## src/rtl/nvcmd_pkg.sv

```systemverilog
package nvcmd_pkg;

    typedef enum logic [1:0] {
        PH_IDLE = 2'd0,
        PH_PROC = 2'd1,
        PH_OPER = 2'd2
    } phase_e;

    typedef enum logic {
        OP_STORE  = 1'b0,
        OP_RECALL = 1'b1
    } op_e;

    localparam int unsigned SEQ_LEN   = 6;
    localparam int unsigned STEP_W    = 3;

endpackage

```

## src/rtl/nvcmd_strobe_sampler.sv

```systemverilog
module nvcmd_strobe_sampler #(
    parameter int unsigned AW = 16
) (
    input  logic          clk,
    input  logic          rst,
    input  logic          ce_n,
    input  logic          oe_n,
    input  logic          we_n,
    input  logic [AW-1:0] addr,
    output logic          rd_done,
    output logic [AW-1:0] rd_addr,
    output logic          wr_abort
);

    typedef struct packed {
        logic          act;
        logic          bad;
        logic [AW-1:0] addr;
    } samp_s;

    samp_s s_d, s_q;
    logic  act_now;

    always_comb begin
        act_now  = !ce_n && !oe_n;
        wr_abort = !ce_n && !we_n;
        rd_done  = s_q.act && !act_now && !s_q.bad;
        rd_addr  = s_q.addr;

        s_d      = s_q;
        s_d.act  = act_now;
        if (act_now) begin
            s_d.addr = addr;
            s_d.bad  = (s_q.act ? s_q.bad : 1'b0) | !we_n;
        end else begin
            s_d.bad  = 1'b0;
        end
    end

    always_ff @(posedge clk) begin
        if (rst) begin
            s_q <= '0;
        end else begin
            s_q <= s_d;
        end
    end

    // a read completes in a single cycle and needs a new active phase
    p_done_single_r7: assert property (@(posedge clk) disable iff (rst)
        rd_done |=> !rd_done);

endmodule

```

## src/rtl/nvcmd_seq_matcher.sv

```systemverilog
module nvcmd_seq_matcher
    import nvcmd_pkg::*;
#(
    parameter int unsigned    AW          = 16,
    parameter logic [AW-1:0]  PFX0        = 16'h4E38,
    parameter logic [AW-1:0]  PFX1        = 16'hB1C7,
    parameter logic [AW-1:0]  PFX2        = 16'h83E0,
    parameter logic [AW-1:0]  PFX3        = 16'h7C1F,
    parameter logic [AW-1:0]  PFX4        = 16'h703F,
    parameter logic [AW-1:0]  STORE_ADDR  = 16'h8FC0,
    parameter logic [AW-1:0]  RECALL_ADDR = 16'h4C63
) (
    input  logic          clk,
    input  logic          rst,
    input  logic          lock,
    input  logic          rd_done,
    input  logic [AW-1:0] rd_addr,
    input  logic          wr_abort,
    output logic          cmd_valid,
    output op_e           cmd_op
);

    localparam int unsigned NPFX = SEQ_LEN - 1;
    localparam logic [STEP_W-1:0] LAST_STEP = STEP_W'(NPFX);

    typedef struct packed {
        logic [STEP_W-1:0] step;
    } match_s;

    match_s m_d, m_q;
    logic [(1<<STEP_W)-1:0] pfx_hit;
    logic                   hit_store;
    logic                   hit_recall;

    function automatic logic [AW-1:0] pfx_at(input int unsigned idx);
        case (idx)
            0:       pfx_at = PFX0;
            1:       pfx_at = PFX1;
            2:       pfx_at = PFX2;
            3:       pfx_at = PFX3;
            default: pfx_at = PFX4;
        endcase
    endfunction

    for (genvar i = 0; i < (1 << STEP_W); i++) begin : g_pfx
        if (i < NPFX) begin : g_cmp
            assign pfx_hit[i] = (rd_addr == pfx_at(i));
        end else begin : g_none
            assign pfx_hit[i] = 1'b0;
        end
    end

    assign hit_store  = (rd_addr == STORE_ADDR);
    assign hit_recall = (rd_addr == RECALL_ADDR);

    always_comb begin
        m_d       = m_q;
        cmd_valid = 1'b0;
        cmd_op    = OP_STORE;
        if (lock || wr_abort) begin
            m_d.step = '0;
        end else if (rd_done) begin
            if (m_q.step == LAST_STEP) begin
                if (hit_store) begin
                    cmd_valid = 1'b1;
                    cmd_op    = OP_STORE;
                    m_d.step  = '0;
                end else if (hit_recall) begin
                    cmd_valid = 1'b1;
                    cmd_op    = OP_RECALL;
                    m_d.step  = '0;
                end else begin
                    m_d.step  = pfx_hit[0] ? STEP_W'(1) : '0;
                end
            end else if (pfx_hit[m_q.step]) begin
                m_d.step = m_q.step + STEP_W'(1);
            end else begin
                m_d.step = pfx_hit[0] ? STEP_W'(1) : '0;
            end
        end
    end

    always_ff @(posedge clk) begin
        if (rst) begin
            m_q <= '0;
        end else begin
            m_q <= m_d;
        end
    end

    // lockout holds the matcher at its start
    p_lock_idle_r10: assert property (@(posedge clk) disable iff (rst)
        lock |=> (m_q.step == '0));

    // a write clears progress
    p_abort_clears_r6: assert property (@(posedge clk) disable iff (rst)
        (wr_abort && !lock) |=> (m_q.step == '0));

    // progress never passes the final step
    p_step_bound_r4: assert property (@(posedge clk) disable iff (rst)
        m_q.step <= LAST_STEP);

    // progress advances by at most one step per cycle
    p_step_climb_r4: assert property (@(posedge clk) disable iff (rst)
        (m_q.step != $past(m_q.step)) |-> (m_q.step == '0 || m_q.step == STEP_W'(1)
            || m_q.step == $past(m_q.step) + STEP_W'(1)));

endmodule

```

## src/rtl/nvcmd_phase_timer.sv

```systemverilog
module nvcmd_phase_timer
    import nvcmd_pkg::*;
#(
    parameter int unsigned SS_US     = 100,
    parameter int unsigned STORE_US  = 8000,
    parameter int unsigned RECALL_US = 200
) (
    input  logic clk,
    input  logic rst,
    input  logic us_tick,
    input  logic cmd_valid,
    input  op_e  cmd_op,
    output logic store_go,
    output logic recall_go,
    output logic lock
);

    localparam int unsigned MAX_A  = (SS_US > STORE_US) ? SS_US : STORE_US;
    localparam int unsigned MAX_US = (MAX_A > RECALL_US) ? MAX_A : RECALL_US;
    localparam int unsigned CW     = $clog2(MAX_US + 1);
    localparam logic [CW-1:0] SS_LAST     = CW'(SS_US - 1);
    localparam logic [CW-1:0] STORE_LAST  = CW'(STORE_US - 1);
    localparam logic [CW-1:0] RECALL_LAST = CW'(RECALL_US - 1);

    typedef struct packed {
        phase_e        ph;
        op_e           op;
        logic [CW-1:0] cnt;
        logic          sgo;
        logic          rgo;
    } tmr_s;

    tmr_s t_d, t_q;
    logic [CW-1:0] oper_last;

    always_comb begin
        oper_last = (t_q.op == OP_STORE) ? STORE_LAST : RECALL_LAST;
        t_d       = t_q;
        t_d.sgo   = 1'b0;
        t_d.rgo   = 1'b0;
        case (t_q.ph)
            PH_IDLE: begin
                if (cmd_valid) begin
                    t_d.ph  = PH_PROC;
                    t_d.op  = cmd_op;
                    t_d.cnt = '0;
                end
            end
            PH_PROC: begin
                if (us_tick) begin
                    if (t_q.cnt == SS_LAST) begin
                        t_d.ph  = PH_OPER;
                        t_d.cnt = '0;
                        t_d.sgo = (t_q.op == OP_STORE);
                        t_d.rgo = (t_q.op == OP_RECALL);
                    end else begin
                        t_d.cnt = t_q.cnt + CW'(1);
                    end
                end
            end
            PH_OPER: begin
                if (us_tick) begin
                    if (t_q.cnt == oper_last) begin
                        t_d.ph  = PH_IDLE;
                        t_d.cnt = '0;
                    end else begin
                        t_d.cnt = t_q.cnt + CW'(1);
                    end
                end
            end
            default: begin
                t_d.ph  = PH_IDLE;
                t_d.cnt = '0;
            end
        endcase
    end

    always_ff @(posedge clk) begin
        if (rst) begin
            t_q <= '0;
        end else begin
            t_q <= t_d;
        end
    end

    assign store_go  = t_q.sgo;
    assign recall_go = t_q.rgo;
    assign lock      = (t_q.ph != PH_IDLE);

    // a command pulse only follows the processing phase
    p_go_after_proc_r8: assert property (@(posedge clk) disable iff (rst)
        (store_go || recall_go) |-> ($past(t_q.ph) == PH_PROC));

    // the two command pulses are exclusive
    p_go_exclusive_r3: assert property (@(posedge clk) disable iff (rst)
        $onehot0({store_go, recall_go}));

    // a command pulse lasts one cycle
    p_go_single_r2: assert property (@(posedge clk) disable iff (rst)
        (store_go || recall_go) |=> !(store_go || recall_go));

    // lockout is held while a pulse is out
    p_lock_at_go_r9: assert property (@(posedge clk) disable iff (rst)
        (store_go || recall_go) |-> lock);

    // the phase counter stays inside its window
    p_cnt_bound_r9: assert property (@(posedge clk) disable iff (rst)
        (t_q.ph == PH_PROC) |-> (t_q.cnt <= SS_LAST));

endmodule

```

## src/rtl/nvcmd_seq_detect.sv

```systemverilog
module nvcmd_seq_detect
    import nvcmd_pkg::*;
#(
    parameter int unsigned    AW          = 16,
    parameter logic [AW-1:0]  PFX0        = 16'h4E38,
    parameter logic [AW-1:0]  PFX1        = 16'hB1C7,
    parameter logic [AW-1:0]  PFX2        = 16'h83E0,
    parameter logic [AW-1:0]  PFX3        = 16'h7C1F,
    parameter logic [AW-1:0]  PFX4        = 16'h703F,
    parameter logic [AW-1:0]  STORE_ADDR  = 16'h8FC0,
    parameter logic [AW-1:0]  RECALL_ADDR = 16'h4C63,
    parameter int unsigned    SS_US       = 100,
    parameter int unsigned    STORE_US    = 8000,
    parameter int unsigned    RECALL_US   = 200
) (
    input  logic          clk,
    input  logic          rst,
    input  logic          ce_n,
    input  logic          oe_n,
    input  logic          we_n,
    input  logic [AW-1:0] addr,
    input  logic          us_tick,
    output logic          store_go,
    output logic          recall_go,
    output logic          io_lock
);

    logic          rd_done;
    logic [AW-1:0] rd_addr;
    logic          wr_abort;
    logic          cmd_valid;
    op_e           cmd_op;

    nvcmd_strobe_sampler #(.AW(AW)) u_samp (
        .clk      (clk),
        .rst      (rst),
        .ce_n     (ce_n),
        .oe_n     (oe_n),
        .we_n     (we_n),
        .addr     (addr),
        .rd_done  (rd_done),
        .rd_addr  (rd_addr),
        .wr_abort (wr_abort)
    );

    nvcmd_seq_matcher #(
        .AW          (AW),
        .PFX0        (PFX0),
        .PFX1        (PFX1),
        .PFX2        (PFX2),
        .PFX3        (PFX3),
        .PFX4        (PFX4),
        .STORE_ADDR  (STORE_ADDR),
        .RECALL_ADDR (RECALL_ADDR)
    ) u_match (
        .clk       (clk),
        .rst       (rst),
        .lock      (io_lock),
        .rd_done   (rd_done),
        .rd_addr   (rd_addr),
        .wr_abort  (wr_abort),
        .cmd_valid (cmd_valid),
        .cmd_op    (cmd_op)
    );

    nvcmd_phase_timer #(
        .SS_US     (SS_US),
        .STORE_US  (STORE_US),
        .RECALL_US (RECALL_US)
    ) u_tmr (
        .clk       (clk),
        .rst       (rst),
        .us_tick   (us_tick),
        .cmd_valid (cmd_valid),
        .cmd_op    (cmd_op),
        .store_go  (store_go),
        .recall_go (recall_go),
        .lock      (io_lock)
    );

    // acceptance raises lockout on the following cycle
    p_accept_locks_r8: assert property (@(posedge clk) disable iff (rst)
        cmd_valid |=> io_lock);

    // reset leaves the outputs quiet
    p_reset_quiet_r1: assert property (@(posedge clk)
        $past(rst) |-> (!io_lock && !store_go && !recall_go));

endmodule

```

## config.mk

```make
export PLATFORM = sky130hd
export DESIGN_NAME = nvcmd_seq_detect
export DESIGN_NICKNAME = d
export VERILOG_FILES = /design/src/rtl/nvcmd_pkg.sv /design/src/rtl/nvcmd_strobe_sampler.sv /design/src/rtl/nvcmd_seq_matcher.sv /design/src/rtl/nvcmd_phase_timer.sv /design/src/rtl/nvcmd_seq_detect.sv
export SDC_FILE = /design/constraint.sdc
export NUM_CORES = 1
export LEC_CHECK = 0
export CORE_MARGIN = 2
export CORE_UTILIZATION = 46
export DETAILED_ROUTE_END_ITERATION = 8
export PLACE_DENSITY = 0.71
export SLEW_MARGIN = 30
export SYNTH_ARGS = -nofsm -noshare
export SYNTH_HDL_FRONTEND = slang
export SYNTH_SLANG_ARGS = --single-unit
```

## constraint.sdc

```tcl
create_clock -name clk -period 2.8 [get_ports clk]
set_input_delay 0.42 -clock clk [delete_from_list [all_inputs] [get_ports clk]]
set_output_delay 0.42 -clock clk [all_outputs]
set_load 0.02 [all_outputs]
```

After elaboration in Yosys (flattened, before gate mapping)
Index checks and enable logic that the tools add are counted.

Add/sub/neg operators: 2. $mul: 0. Divide/modulo/power cells: 0. Order comparisons: 1. Equality and inequality tests: 17. Shifts and indexed selects: 0. Mux-type cells: 30. Bitwise logic cells: 6. Reduce and logical (&&, ||, !) cells: 18.

Operator list (count): $eq A16 B15 Y1 const B (4); $mux W13 (4); $eq A16 B16 Y1 const B (3); $pmux W13 S3 (1); $mux W16 (1); $mux W15 (1); $add A13 B1 Y13 const B (1); $eq A13 B13 Y1 (1); $eq A13 B7 Y1 const B (1); $mux W1 (12); $mux W3 (4); $mux W2 (5); $ne A2 B2 Y1 const B (3); $pmux W2 S3 (1); $logic_not A1 Y1 (5); $not A1 Y1 (5); $reduce_and A5 Y1 (1); $logic_and A1 B1 Y1 (4); $lt A3 B4 Y1 const B (1); $ne A2 B1 Y1 const B (2); $reduce_or A2 Y1 (2); $reduce_or A4 Y1 (1); $add A3 B1 Y3 const B (1); $bmux W1 S3 (1); other kinds (9) (9).

Bits in registers: 39. Bits in latches: 0. Memory bits (writable): 0. Memory bits (read-only): 0. Input bits: 22. Output and inout port bits: 3. Logic and storage cells: 83. Memories kept: 0.

Longest topological paths before layout
Depth after elaboration: 9. Mapped depth: 9. Mapped depth without buffers: 8.

Modules after synthesis
Synthesis repeated with hierarchy kept, for this count alone.

Cells, all modules: 262. Area, all modules: 2250.9 µm².

By module, submodules not included: nvcmd_phase_timer (times used 1, cells an instance 112, area an instance 974.7 µm², sequential area each 360.3 µm²); nvcmd_strobe_sampler (times used 1, cells an instance 96, area an instance 844.6 µm², sequential area each 360.3 µm²); nvcmd_seq_matcher (times used 1, cells an instance 54, area an instance 431.7 µm², sequential area each 60.1 µm²).

Worst setup path before layout
Ideal clock, no wire load.

Kind: register to register. Start: register u_samp.s_q, in the netlist u_samp.rd_addr[15]. End: register u_match.m_q[1] in the netlist's numbering. Library setup time: 0.070 ns. Arrival: 2.551 ns. Required time: 2.730 ns. Setup slack: 0.179 ns. Stages on the path, launching flop included: 7. Buffers on the path: 0. Period minus slack after synthesis: 2.621 ns. Cells stage by stage: dfxtp_1 > or4b_1 > or4b_4 > or4_1 > o31a_1 > or4_1 > a21oi_1.

Word-level cells in the longest chain between the ends: 5. Elaborated cells between the ends (all ways): 11. Classes of those cells: eq/ne (6); mux (5).

Ends and longest elaborated chain: start: declaration (line nvcmd_strobe_sampler.sv:21) `samp_s s_d, s_q;`; start signal: assignment (line nvcmd_strobe_sampler.sv:42) `s_q <= '0;`; start signal: assignment (line nvcmd_strobe_sampler.sv:44) `s_q <= s_d;`; $eq A16 B15 Y1 / $eq A16 B16 Y1 (equally long branches) (line nvcmd_seq_matcher.sv:47) `assign pfx_hit[i] = (rd_addr == pfx_at(i));`; $bmux W1 S3 (line nvcmd_seq_matcher.sv:75) `end else if (pfx_hit[m_q.step]) begin`; $mux W1 (not written as such) (line nvcmd_seq_matcher.sv:75); $mux W3 (line nvcmd_seq_matcher.sv:75); $mux W3 (*) (line nvcmd_seq_matcher.sv:63) `if (m_q.step == LAST_STEP) begin`; end signal: assignment (line nvcmd_seq_matcher.sv:87) `m_q <= m_d;`; end: declaration (line nvcmd_seq_matcher.sv:30) `match_s m_d, m_q;`.

Every way passes the cells marked *; elsewhere a longest branch is shown, timed or not. The select of a mux whose other input is x is not followed. A chain may end at the register's enable or synchronous reset.

Final worst setup path
Same ends and word-level chain as after synthesis.

==> results by group <==
Synthesis
  – Post-Synthesis Cell Area: 1930 um^2
  – Post-synth EDFFs: 0
  – Sequential share of the synthesized area: 40.5%
  – Yosys top cell by area: dfxtp_1
  – Async set or reset register ratio after synthesis: 0%
  – Synth Flop Type: dfxtp_1
  – Post-synthesis register bit count: 39
  – Syn_nets: 255
  – Syn avg cell area: 8.37 um^2
  – Synth Instances: 230
  – Top-area cell type share of the netlist area: 40.5%
  – YS warnings: 0
  – Top cells by area, synth: dfxtp_1 (41%), nand2_1 (7.8%), a21oi_1 (5.5%)
  – Synth cell types: 48

Global route
  – Initial antenna violation count: 0
  – Largest net degree at the start of global routing: 21
  – Vias in the first global route: 1468
  – Gr usage total: 19.2%
  – GRT overflow: 0
  – First-pass GRT wire length: 6780 um

Setup path
  – Crit-path cells: or4b_1 -> or4b_4 -> or4_4 -> o31a_1 -> or4_1 -> a21oi_2
  – Crit path depth: 6
  – Slowest-stage cell, CP: or4_4
  – Critical Path Sink Type: flip-flop
  – R2R Path Start: u_samp.rd_addr[15]$_SDFFE_PP0P_
  – R2R setup slack: 60 ps
  – FF-to-FF path depth: 6
  – RR Endpoint: u_match.m_q[1]$_SDFFE_PP0P_
  – Arrival time at the worst endpoint: 2970 ps
  – Crit path launch type: flip-flop
  – Worst setup endpoint: u_match.m_q[1]$_SDFFE_PP0P_
  – Crit-path max cell delay: 560 ps
  – CP Buf/Inv Count: 0
  – Critical path required time: 3030 ps
  – CP top delay family: simple AND/OR/NAND/NOR gates
  – Critical path class: flip-flop to flip-flop
  – Max Fanout on Critical Path: 3
  – Critical Path Start: u_samp.rd_addr[15]$_SDFFE_PP0P_

Clocking
  – Cts hold-fix bufs: 0
  – Clk slew on worst S/H paths: 80 ps
  – Clock sink count: 39
  – H-tree levels: 2
  – CTS Buf Count: 5
  – CTS tree: yes
  – Clock Tree Buf Depth: 2
  – Latest clock arrival within the worst-skew pair: 290 ps
  – Clock Tree Root: clkbuf_8

Finish
  – Fraction of layout cells with a size suffix above 1: 10.0%
  – Synth-to-layout area growth: 23.3%
  – Most frequent cells in the layout: nand2_1 (40), dfxtp_1 (39), clkdlybuf4s50_1 (24)
  – ANT cells: 0
  – Nets: 284
  – Layout Cells excl Fill: 310
  – Most common cell after layout, fill and taps aside: nand2_1
  – Final Core Density: 58.9%

Detailed routing
  – Antenna viol nets, final: 0
  – Metal3 WL: 238 um
  – Detailed-route vias per instance: 5.63
  – Vias: 1745
  – WL/cell: 13.3 um
  – Drt total wl: 4130 um
  – Detail Route met2 WL: 1740 um
  – Top sig layer: met4
  – Drt pass-1 iters: 4
  – Met1 WL: 2090 um
  – Starting DRT DRC Count: 133
  – DRC violations left: 0

STA
  – Tmin final: 2740 ps
  – Clock skew: 6.20 ps
  – Final Hold Violating Endpoints: 0
  – F_max: 365 MHz
  – Final Slew Violations: 0
  – Setup TNS Final: 0 ps
  – Final setup viols: 0
  – Fin crit share: 97.8%
  – Worst slew pin tran: 460 ps
  – RSZ-0062 raised after global routing: no
  – Slew margin rel.: 68.9%
  – PnR worst setup slack: 61.5 ps

Hold path
  – Worst min path class: flip-flop to flip-flop

Outcome
  – Outcome: finished clean

Power and ir drop
  – VDD IR max: 261 uV
  – Pwr dens: 481 nW/um^2
  – Leakage: 0.833 nW

Floorplan
  – Core Region: 4030 um^2
  – Die Y: 68.7 um
  – Site row count: 23
  – # IOs: 25
  – Initial Utilization: 47.8%
  – DIE AREA: 4720 um^2
  – Die width: 68.7 um

Place
  – Placed Instances: 302
  – # port buffers: 24
  – Pre-CTS setup slack: 69.0 ps
  – Placer congestion estimate: 0.879
  – Detailed placer's ending HPWL: 3040 um

Job
  – Number of max-cap violations: 0
worst min-delay path, stage by stage (launching register included):
cell,delay [ps]
dfxtp_1,320
nand2_1,50
a21oi_1,50
flip-flops by register name, indices dropped and copies added, names as in the netlist:
name             flops
u_samp.s_q           2
u_tmr.t_q           16
u_match.m_q          3
u_tmr.recall_go      1
u_samp.rd_addr      16
u_tmr.store_go       1
cell families after synthesis:
| kind of cell | Yosys count | synth area share [%] |
|---|---|---|
| compound gates | 48 | 17.2 |
| buf+inv | 15 | 2.99 |
| flops | 39 | 40.5 |
| mux | 1 | 0.520 |
| xor+xnor | 11 | 5.00 |
| fa+ha+maj | 4 | 2.47 |
| simple gates | 112 | 31.3 |
metal layers:
metal	vias up	GRT usage [%]
met5	-	0
met2	45	28.2
met1	798	27.2
met3	6	4.87
li1	896	-
met4	0	6.62
synth_stat cells (2+ instances only):
master and count:
nor2_1 18, a21oi_1 21, nor4_1 6, a211oi_1 2
nand3_1 4, o211ai_1 4, nand3b_1 3, o2111ai_1 6
nand2b_1 2, nand4_1 4, xor2_1 11, and3_1 6
inv_1 5, ha_1 3, or4_1 4, clkbuf_1 8
nor3b_1 3, a221oi_1 2, or3b_2 2, and2_1 2
nand2_1 40, nor3_1 3, o21ai_0 6, nor4b_1 3
dfxtp_1 39
per-stage QoR:
stage	hold WS, ps	area, um^2	total power [mW]
3_5_place_dp	453	2250	0.668
2_1_floorplan	439	1930	0.623
6_report	463	2370	1.14
5_1_grt	484	2370	1.19
3_3_place_gp	449	2250	0.667
4_1_cts	464	2370	1.15
where the power goes:
part	internal, mW	switching (mW)
sequential	0.566	0.0101
clock	0.288	0.199
combinational	0.0435	0.0347
layout make-up:
class                      count  area, um^2
timing repair buffer          32         300
inverter                       5        18.8
sequential                    39         781
tap                           50        62.6
clock buffer                   6        82.6
clock inverter                 2        35.0
fill                         385        1650
multi-input combinational    176        1090
what timing repair did:
item | in CTS | in global routing
setup endpoints to repair | 0 | 2
endpoints found under the hold margin | 0 | 0
gates resized for setup | 0 | 2
buffers inserted | 0 | 0
worst min-delay path by stage:
| stage | slack [ps] | to | cells past startpoint | from |
|---|---|---|---|---|
| finish | 460 | u_samp.rd_addr[6]$_SDFFE_PP0P_ | 2 | u_samp.rd_addr[6]$_SDFFE_PP0P_ |
| global route | 480 | u_samp.rd_addr[14]$_SDFFE_PP0P_ | 2 | u_samp.rd_addr[14]$_SDFFE_PP0P_ |
| CTS | 460 | u_samp.rd_addr[6]$_SDFFE_PP0P_ | 2 | u_samp.rd_addr[6]$_SDFFE_PP0P_ |
| detailed placement | 450 | u_samp.rd_addr[6]$_SDFFE_PP0P_ | 2 | u_samp.rd_addr[6]$_SDFFE_PP0P_ |
| global placement | 450 | u_samp.rd_addr[6]$_SDFFE_PP0P_ | 2 | u_samp.rd_addr[6]$_SDFFE_PP0P_ |
| floorplan | 440 | u_samp.rd_addr[14]$_SDFFE_PP0P_ | 2 | u_samp.rd_addr[14]$_SDFFE_PP0P_ |
(Power assumes the default switching activity.)
